$ cat src/rtl/spi_reg_pkg.sv
package spi_reg_pkg;

  // Frame decoding phase
  typedef enum logic [1:0] {
    PH_HDR  = 2'd0,  // collecting direction, address, burst flag
    PH_DATA = 2'd1,  // moving data bytes
    PH_DONE = 2'd2   // single transfer complete, ignore the rest
  } phase_e;

  localparam int unsigned DEF_ADDR_W = 7;
  localparam int unsigned DEF_DATA_W = 8;
  localparam int unsigned DEF_SYNC   = 2;

endpackage

$ cat src/rtl/spi_reg_sync.sv
module spi_reg_sync #(
  parameter int unsigned W       = 3,
  parameter int unsigned STAGES  = 2,
  parameter logic [W-1:0] RST_VAL = '0
) (
  input  logic         clk,
  input  logic         rst_n,
  input  logic [W-1:0] d,
  output logic [W-1:0] q
);

  logic [W-1:0] stg [STAGES];

  for (genvar s = 0; s < STAGES; s++) begin : g_stage
    if (s == 0) begin : g_first
      always_ff @(posedge clk or negedge rst_n) begin
        if (!rst_n) stg[s] <= RST_VAL;
        else        stg[s] <= d;
      end
    end else begin : g_next
      always_ff @(posedge clk or negedge rst_n) begin
        if (!rst_n) stg[s] <= RST_VAL;
        else        stg[s] <= stg[s-1];
      end
    end
  end

  assign q = stg[STAGES-1];

endmodule

$ cat src/rtl/spi_reg_frame.sv
module spi_reg_frame
  import spi_reg_pkg::*;
#(
  parameter int unsigned ADDR_W = DEF_ADDR_W,  // at least 3
  parameter int unsigned DATA_W = DEF_DATA_W   // at least 3
) (
  input  logic              clk,
  input  logic              rst_n,
  input  logic              cs_act,
  input  logic              sclk_rise,
  input  logic              sclk_fall,
  input  logic              sdi_bit,
  input  logic [DATA_W-1:0] rbuf,
  output logic              rd_pulse,
  output logic [ADDR_W-1:0] rd_addr,
  output logic              wr_pulse,
  output logic [ADDR_W-1:0] wr_addr,
  output logic [DATA_W-1:0] wr_data,
  output logic              load_pulse,
  output logic              sdo_bit
);

  localparam int unsigned HDR_LEN = ADDR_W + 2;
  localparam int unsigned MAXC    = (HDR_LEN > DATA_W) ? HDR_LEN : DATA_W;
  localparam int unsigned CNT_W   = $clog2(MAXC + 1);
  localparam logic [CNT_W-1:0] ADDR_LAST = CNT_W'(ADDR_W);
  localparam logic [CNT_W-1:0] BYTE_LAST = CNT_W'(DATA_W - 1);
  localparam logic [ADDR_W-1:0] ONE_A    = ADDR_W'(1);

  phase_e              phase;
  logic [CNT_W-1:0]    cnt;
  logic                is_rd;
  logic                burst;
  logic [ADDR_W-2:0]   abuf;
  logic [ADDR_W-1:0]   addr;
  logic [ADDR_W-1:0]   fetch_addr;
  logic [DATA_W-2:0]   rx;
  logic [DATA_W-1:0]   tx;
  logic [ADDR_W-1:0]   hdr_addr;
  logic [DATA_W-1:0]   rx_full;

  // Address and byte as they stand once the current bit is shifted in
  assign hdr_addr = {abuf, sdi_bit};
  assign rx_full  = {rx, sdi_bit};

  always_ff @(posedge clk or negedge rst_n) begin
    if (!rst_n) begin
      phase      <= PH_HDR;
      cnt        <= '0;
      is_rd      <= 1'b0;
      burst      <= 1'b0;
      abuf       <= '0;
      addr       <= '0;
      fetch_addr <= '0;
      rx         <= '0;
      tx         <= '0;
      sdo_bit    <= 1'b0;
      rd_pulse   <= 1'b0;
      rd_addr    <= '0;
      wr_pulse   <= 1'b0;
      wr_addr    <= '0;
      wr_data    <= '0;
      load_pulse <= 1'b0;
    end else begin
      rd_pulse   <= 1'b0;
      wr_pulse   <= 1'b0;
      load_pulse <= 1'b0;
      if (!cs_act) begin
        // Deselected: abort whatever was in progress
        phase   <= PH_HDR;
        cnt     <= '0;
        sdo_bit <= 1'b0;
      end else begin
        if (sclk_rise) begin
          unique case (phase)
            PH_HDR: begin
              if (cnt == '0) begin
                is_rd <= sdi_bit;
                cnt   <= cnt + 1'b1;
              end else if (cnt < ADDR_LAST) begin
                abuf <= {abuf[ADDR_W-3:0], sdi_bit};
                cnt  <= cnt + 1'b1;
              end else if (cnt == ADDR_LAST) begin
                addr       <= hdr_addr;
                fetch_addr <= hdr_addr + ONE_A;
                cnt        <= cnt + 1'b1;
                if (is_rd) begin
                  // Fetch the first byte before the burst flag is even known
                  rd_pulse <= 1'b1;
                  rd_addr  <= hdr_addr;
                end
              end else begin
                burst <= sdi_bit;
                phase <= PH_DATA;
                cnt   <= '0;
              end
            end
            PH_DATA: begin
              rx <= {rx[DATA_W-3:0], sdi_bit};
              if (cnt == BYTE_LAST) begin
                cnt  <= '0;
                addr <= addr + ONE_A;
                if (!is_rd) begin
                  wr_pulse <= 1'b1;
                  wr_addr  <= addr;
                  wr_data  <= rx_full;
                end
                if (!burst) phase <= PH_DONE;
              end else begin
                cnt <= cnt + 1'b1;
              end
            end
            default: ;
          endcase
        end
        if (sclk_fall) begin
          if (phase == PH_DATA && is_rd) begin
            if (cnt == '0) begin
              // Byte boundary: present the fetched byte, prefetch the next
              load_pulse <= 1'b1;
              sdo_bit    <= rbuf[DATA_W-1];
              tx         <= {rbuf[DATA_W-2:0], 1'b0};
              if (burst) begin
                rd_pulse   <= 1'b1;
                rd_addr    <= fetch_addr;
                fetch_addr <= fetch_addr + ONE_A;
              end
            end else begin
              sdo_bit <= tx[DATA_W-1];
              tx      <= {tx[DATA_W-2:0], 1'b0};
            end
          end else begin
            sdo_bit <= 1'b0;
          end
        end
      end
    end
  end

endmodule

$ cat src/rtl/spi_reg_port.sv
module spi_reg_port #(
  parameter int unsigned ADDR_W = 7,
  parameter int unsigned DATA_W = 8
) (
  input  logic              clk,
  input  logic              rst_n,
  input  logic              rd_pulse,
  input  logic [ADDR_W-1:0] rd_addr,
  input  logic              wr_pulse,
  input  logic [ADDR_W-1:0] wr_addr,
  input  logic [DATA_W-1:0] wr_data,
  output logic              req_valid,
  input  logic              req_ready,
  output logic              req_we,
  output logic [ADDR_W-1:0] req_addr,
  output logic [DATA_W-1:0] req_wdata,
  input  logic              rsp_valid,
  input  logic [DATA_W-1:0] rsp_data,
  output logic [DATA_W-1:0] rbuf,
  output logic              rbuf_ok
);

  logic rd_wait;

  always_ff @(posedge clk or negedge rst_n) begin
    if (!rst_n) begin
      req_valid <= 1'b0;
      req_we    <= 1'b0;
      req_addr  <= '0;
      req_wdata <= '0;
      rd_wait   <= 1'b0;
      rbuf      <= '0;
      rbuf_ok   <= 1'b0;
    end else begin
      if (req_valid && req_ready) begin
        req_valid <= 1'b0;
        if (!req_we) rd_wait <= 1'b1;
      end
      if (rsp_valid && rd_wait) begin
        rbuf    <= rsp_data;
        rbuf_ok <= 1'b1;
        rd_wait <= 1'b0;
      end
      if (rd_pulse || wr_pulse) begin
        req_valid <= 1'b1;
        req_we    <= wr_pulse;
        req_addr  <= wr_pulse ? wr_addr : rd_addr;
        req_wdata <= wr_data;
        if (rd_pulse) rbuf_ok <= 1'b0;
      end
    end
  end

endmodule

$ cat src/rtl/spi_reg_slave.sv
module spi_reg_slave
  import spi_reg_pkg::*;
#(
  parameter int unsigned ADDR_W = DEF_ADDR_W,
  parameter int unsigned DATA_W = DEF_DATA_W,
  parameter int unsigned SYNC_N = DEF_SYNC
) (
  input  logic              clk,
  input  logic              rst_n,
  input  logic              spi_sclk,
  input  logic              spi_cs_n,
  input  logic              spi_sdi,
  output logic              spi_sdo,
  output logic              spi_sdo_oe,
  output logic              reg_req_valid,
  input  logic              reg_req_ready,
  output logic              reg_req_we,
  output logic [ADDR_W-1:0] reg_req_addr,
  output logic [DATA_W-1:0] reg_req_wdata,
  input  logic              reg_rsp_valid,
  input  logic [DATA_W-1:0] reg_rsp_data
);

  // Pin order inside the synchronizer bundle
  localparam int unsigned PIN_SCLK = 0;
  localparam int unsigned PIN_SDI  = 1;
  localparam int unsigned PIN_CS   = 2;
  localparam logic [2:0]  PIN_RST  = 3'b100;

  logic [2:0]        pins_s;
  logic              sclk_q;
  logic              cs_act;
  logic              sclk_rise;
  logic              sclk_fall;
  logic              rd_pulse;
  logic [ADDR_W-1:0] rd_addr;
  logic              wr_pulse;
  logic [ADDR_W-1:0] wr_addr;
  logic [DATA_W-1:0] wr_data;
  logic              load_pulse;
  logic              sdo_bit;
  logic [DATA_W-1:0] rbuf;
  logic              rbuf_ok;

  spi_reg_sync #(.W(3), .STAGES(SYNC_N), .RST_VAL(PIN_RST)) u_sync (
    .clk   (clk),
    .rst_n (rst_n),
    .d     ({spi_cs_n, spi_sdi, spi_sclk}),
    .q     (pins_s)
  );

  always_ff @(posedge clk or negedge rst_n) begin
    if (!rst_n) sclk_q <= 1'b0;
    else        sclk_q <= pins_s[PIN_SCLK];
  end

  assign cs_act    = !pins_s[PIN_CS];
  assign sclk_rise =  pins_s[PIN_SCLK] && !sclk_q;
  assign sclk_fall = !pins_s[PIN_SCLK] &&  sclk_q;

  spi_reg_frame #(.ADDR_W(ADDR_W), .DATA_W(DATA_W)) u_frame (
    .clk        (clk),
    .rst_n      (rst_n),
    .cs_act     (cs_act),
    .sclk_rise  (sclk_rise),
    .sclk_fall  (sclk_fall),
    .sdi_bit    (pins_s[PIN_SDI]),
    .rbuf       (rbuf),
    .rd_pulse   (rd_pulse),
    .rd_addr    (rd_addr),
    .wr_pulse   (wr_pulse),
    .wr_addr    (wr_addr),
    .wr_data    (wr_data),
    .load_pulse (load_pulse),
    .sdo_bit    (sdo_bit)
  );

  spi_reg_port #(.ADDR_W(ADDR_W), .DATA_W(DATA_W)) u_port (
    .clk       (clk),
    .rst_n     (rst_n),
    .rd_pulse  (rd_pulse),
    .rd_addr   (rd_addr),
    .wr_pulse  (wr_pulse),
    .wr_addr   (wr_addr),
    .wr_data   (wr_data),
    .req_valid (reg_req_valid),
    .req_ready (reg_req_ready),
    .req_we    (reg_req_we),
    .req_addr  (reg_req_addr),
    .req_wdata (reg_req_wdata),
    .rsp_valid (reg_rsp_valid),
    .rsp_data  (reg_rsp_data),
    .rbuf      (rbuf),
    .rbuf_ok   (rbuf_ok)
  );

  assign spi_sdo    = sdo_bit;
  assign spi_sdo_oe = !spi_cs_n;

endmodule

$ cat config.mk
export PLATFORM = sky130hd
export DESIGN_NAME = spi_reg_slave
export DESIGN_NICKNAME = d
export VERILOG_FILES = /design/src/rtl/spi_reg_pkg.sv /design/src/rtl/spi_reg_sync.sv /design/src/rtl/spi_reg_frame.sv /design/src/rtl/spi_reg_port.sv /design/src/rtl/spi_reg_slave.sv
export SDC_FILE = /design/constraint.sdc
export NUM_CORES = 1
export LEC_CHECK = 0
export BUFFER_PORTS_ARGS = -buffer_cell sky130_fd_sc_hd__buf_2
export CORE_AREA = 2 2 92 94
export CTS_CLUSTER_SIZE = 16
export DETAILED_ROUTE_END_ITERATION = 8
export DIE_AREA = 0 0 94 96
export PLACE_DENSITY = 0.89
export SETUP_SLACK_MARGIN = 0.1
export SYNTH_ARGS = -nofsm -noshare
export SYNTH_HDL_FRONTEND = slang
export SYNTH_HIERARCHICAL = 1
export SYNTH_SLANG_ARGS = --single-unit
$ cat constraint.sdc
create_clock -name clk -period 2.45 [get_ports clk]
set_input_delay 0.245 -clock clk [delete_from_list [all_inputs] [get_ports clk]]
set_output_delay 0.245 -clock clk [all_outputs]
set_load 0.1 [all_outputs]
==> results_dict.tcl <==
set metrics [dict create \
    cts_tree "yes" \
    antenna_found_initial 0 \
    max-slew-margin-rel_pct 56.2 \
    diodes 0 \
    cellPowerDensity_nw_per_um2 564 \
    end_kind "flip-flop" \
    cts_buffer_depth 2 \
    cts_made_buffers 9 \
    leakagePower_nw 2.43 \
    drt_pass1_iterations 6 \
    clk_latency_ps 370 \
    fmax_ghz 0.498 \
    core-area_um2 8050 \
    cts_root_buf "clkbuf_8" \
    grtUsageTotal_pct 22.1 \
    avgSynthCellArea_um2 11.9 \
    required_ps 2750 \
    chipHeight_um 96 \
    grt_overflow_total 0 \
    fillers 619 \
    ios 34 \
    tns_ps 0 \
    synthCells 386 \
    grt_pass1_wl_um 15100 \
    drc 0 \
    syn_nets 406 \
    cts_setup_buffers 0 \
    setup_viol 0 \
    via_per_inst 5.94 \
    dieArea_um2 9020 \
    peakVddDrop_uv 444 \
    nets 445 \
    clock-sinks 100 \
    h-tree-depth 3 \
    crit_type "reg2reg" \
    hold_path_class "in2reg" \
    ant_nets 0 \
    yosysWarnings 6 \
    finalPower_mw 2.86 \
    vias 3180 \
    hpwl_um 6350 \
    status "finished, final reports clean" \
    post-route-min-period_ps 2010 \
    finalMaxSlewViolations 0 \
    top_regs "u_frame/wr_data: 8 flops, u_port/rbuf: 8 flops, u_port/req_wdata: 8 flops" \
    hold_viol_final 0 \
    gp_congestion 0.904 \
    finalInstanceArea_um2 5060 \
    wl_per_cell_um 16.7 \
    rows 33 \
    fin_hold_ws_ps 101 \
    worstMarginPinSlew_ps 657 \
    die_w_um 94 \
    cp-start-kind "flip-flop" \
    clk_pin_slew_worst_paths_ps 90 \
    grt_pass1_vias 3140 \
    io_buffers 33 \
    worstPathArrival_ps 2310 \
    cts_resized 0 \
    placed_area_um2 4860 \
    drive_above_1_share_pct 28.1 \
    wl_um 8960 \
    worstPathMaxFanout 11 \
    area_growth_pct 10.2 \
    maxCapViolations 0 \
    netlist_area_um2 4600 \
    start_util_pct 57.1 \
    post-route-period-util_pct 82.0 \
    grt_setup_unrepaired "false" \
    drt_iter0_markers 159 \
    finClkSkew_ps 16.4 \
    regToRegSetupSlack_ps 440 \
    grt_max_degree 53 \
]
[worst max-delay path, cell delays in order (launching register included)]
cell     delay (ps)
dfrtp_1         570
nor2b_1         310
buf_4           220
nand4_1         200
nor4_4          410
a221o_1         240
[worst paths after layout]
| kind | depth (start not counted) | start | to |
|---|---|---|---|
| setup / recovery | 5 | u_frame/phase[0] | u_frame/rd_addr[2] |
| hold / removal | 2 | reg_req_ready | u_port/req_valid |
| setup reg to reg | 5 | u_frame/phase[0] | u_frame/rd_addr[2] |
| hold reg to reg | 0 | u_sync/stg[4] | u_sync/q[1] |
| max in group asynchronous | 3 | rst_n | u_port/rbuf[1] |
| min in group asynchronous | 2 | rst_n | u_port/req_addr[3] |
[cells in the final DEF, fill, tap and decap left out, types with 3 or more instances in the layout]
master	n
clkbuf_8	9
dfrtp_1	98
nor2b_1	4
nand4_1	3
nor3b_1	3
o22ai_1	4
a31oi_1	5
mux2i_1	16
inv_1	12
mux2_2	46
and2_1	8
nor3_1	3
dlygate4sd3_1	4
a21oi_1	12
a221o_1	7
nor2_1	12
buf_2	32
nand2_1	31
o21ai_0	26
nor2_4	3
and3_1	7
ha_1	5
a2bb2oi_1	3
nand2b_1	4
nand3_1	11
buf_4	9
clkbuf_1	4
[where the power goes]
group	internal, mW	switching [mW]	leakage (nW)
sequential	1.69	0.0458	1.36
combinational	0.0828	0.106	0.985
clock	0.377	0.551	0.0782
total	2.15	0.702	2.43
[timing repair]
item,in CTS,in global routing
hold buffers,4,0
setup endpoints to repair,0,0
hold endpoints to repair,52,0
[routing by layer]
metal  vias to the layer above  global-route usage, %  wire (um)
met5                         -                      0          0
met4                         0                   7.13        186
met3                        20                   6.19        412
met2                       101                   37.2       4590
met1                      1587                   28.0       3770
li1                       1472                      -          -
[layout make-up]
| type | instances | area [um2] | share of cell area (%) |
|---|---|---|---|
| sequential | 100 | 2500 | 49.5 |
| clock inverter | 3 | 25.0 | 0.494 |
| timing repair buffer | 46 | 288 | 5.68 |
| tap | 105 | 131 | 2.59 |
| inverter | 13 | 48.8 | 0.964 |
| multi-input combinational | 255 | 1930 | 38.1 |
| clock buffer | 13 | 139 | 2.74 |
[stage by stage]
step | util (%) | setup slack [ps] | std cells
final | 62.9 | 442 | 535
after global routing | 62.9 | 259 | 535
after CTS | 62.9 | 475 | 535
after detailed placement | 60.4 | 472 | 515
after global placement | 60.4 | 512 | 515
after floorplan | - | 602 | 386
Note: power is estimated with default switching activity, not from simulation.
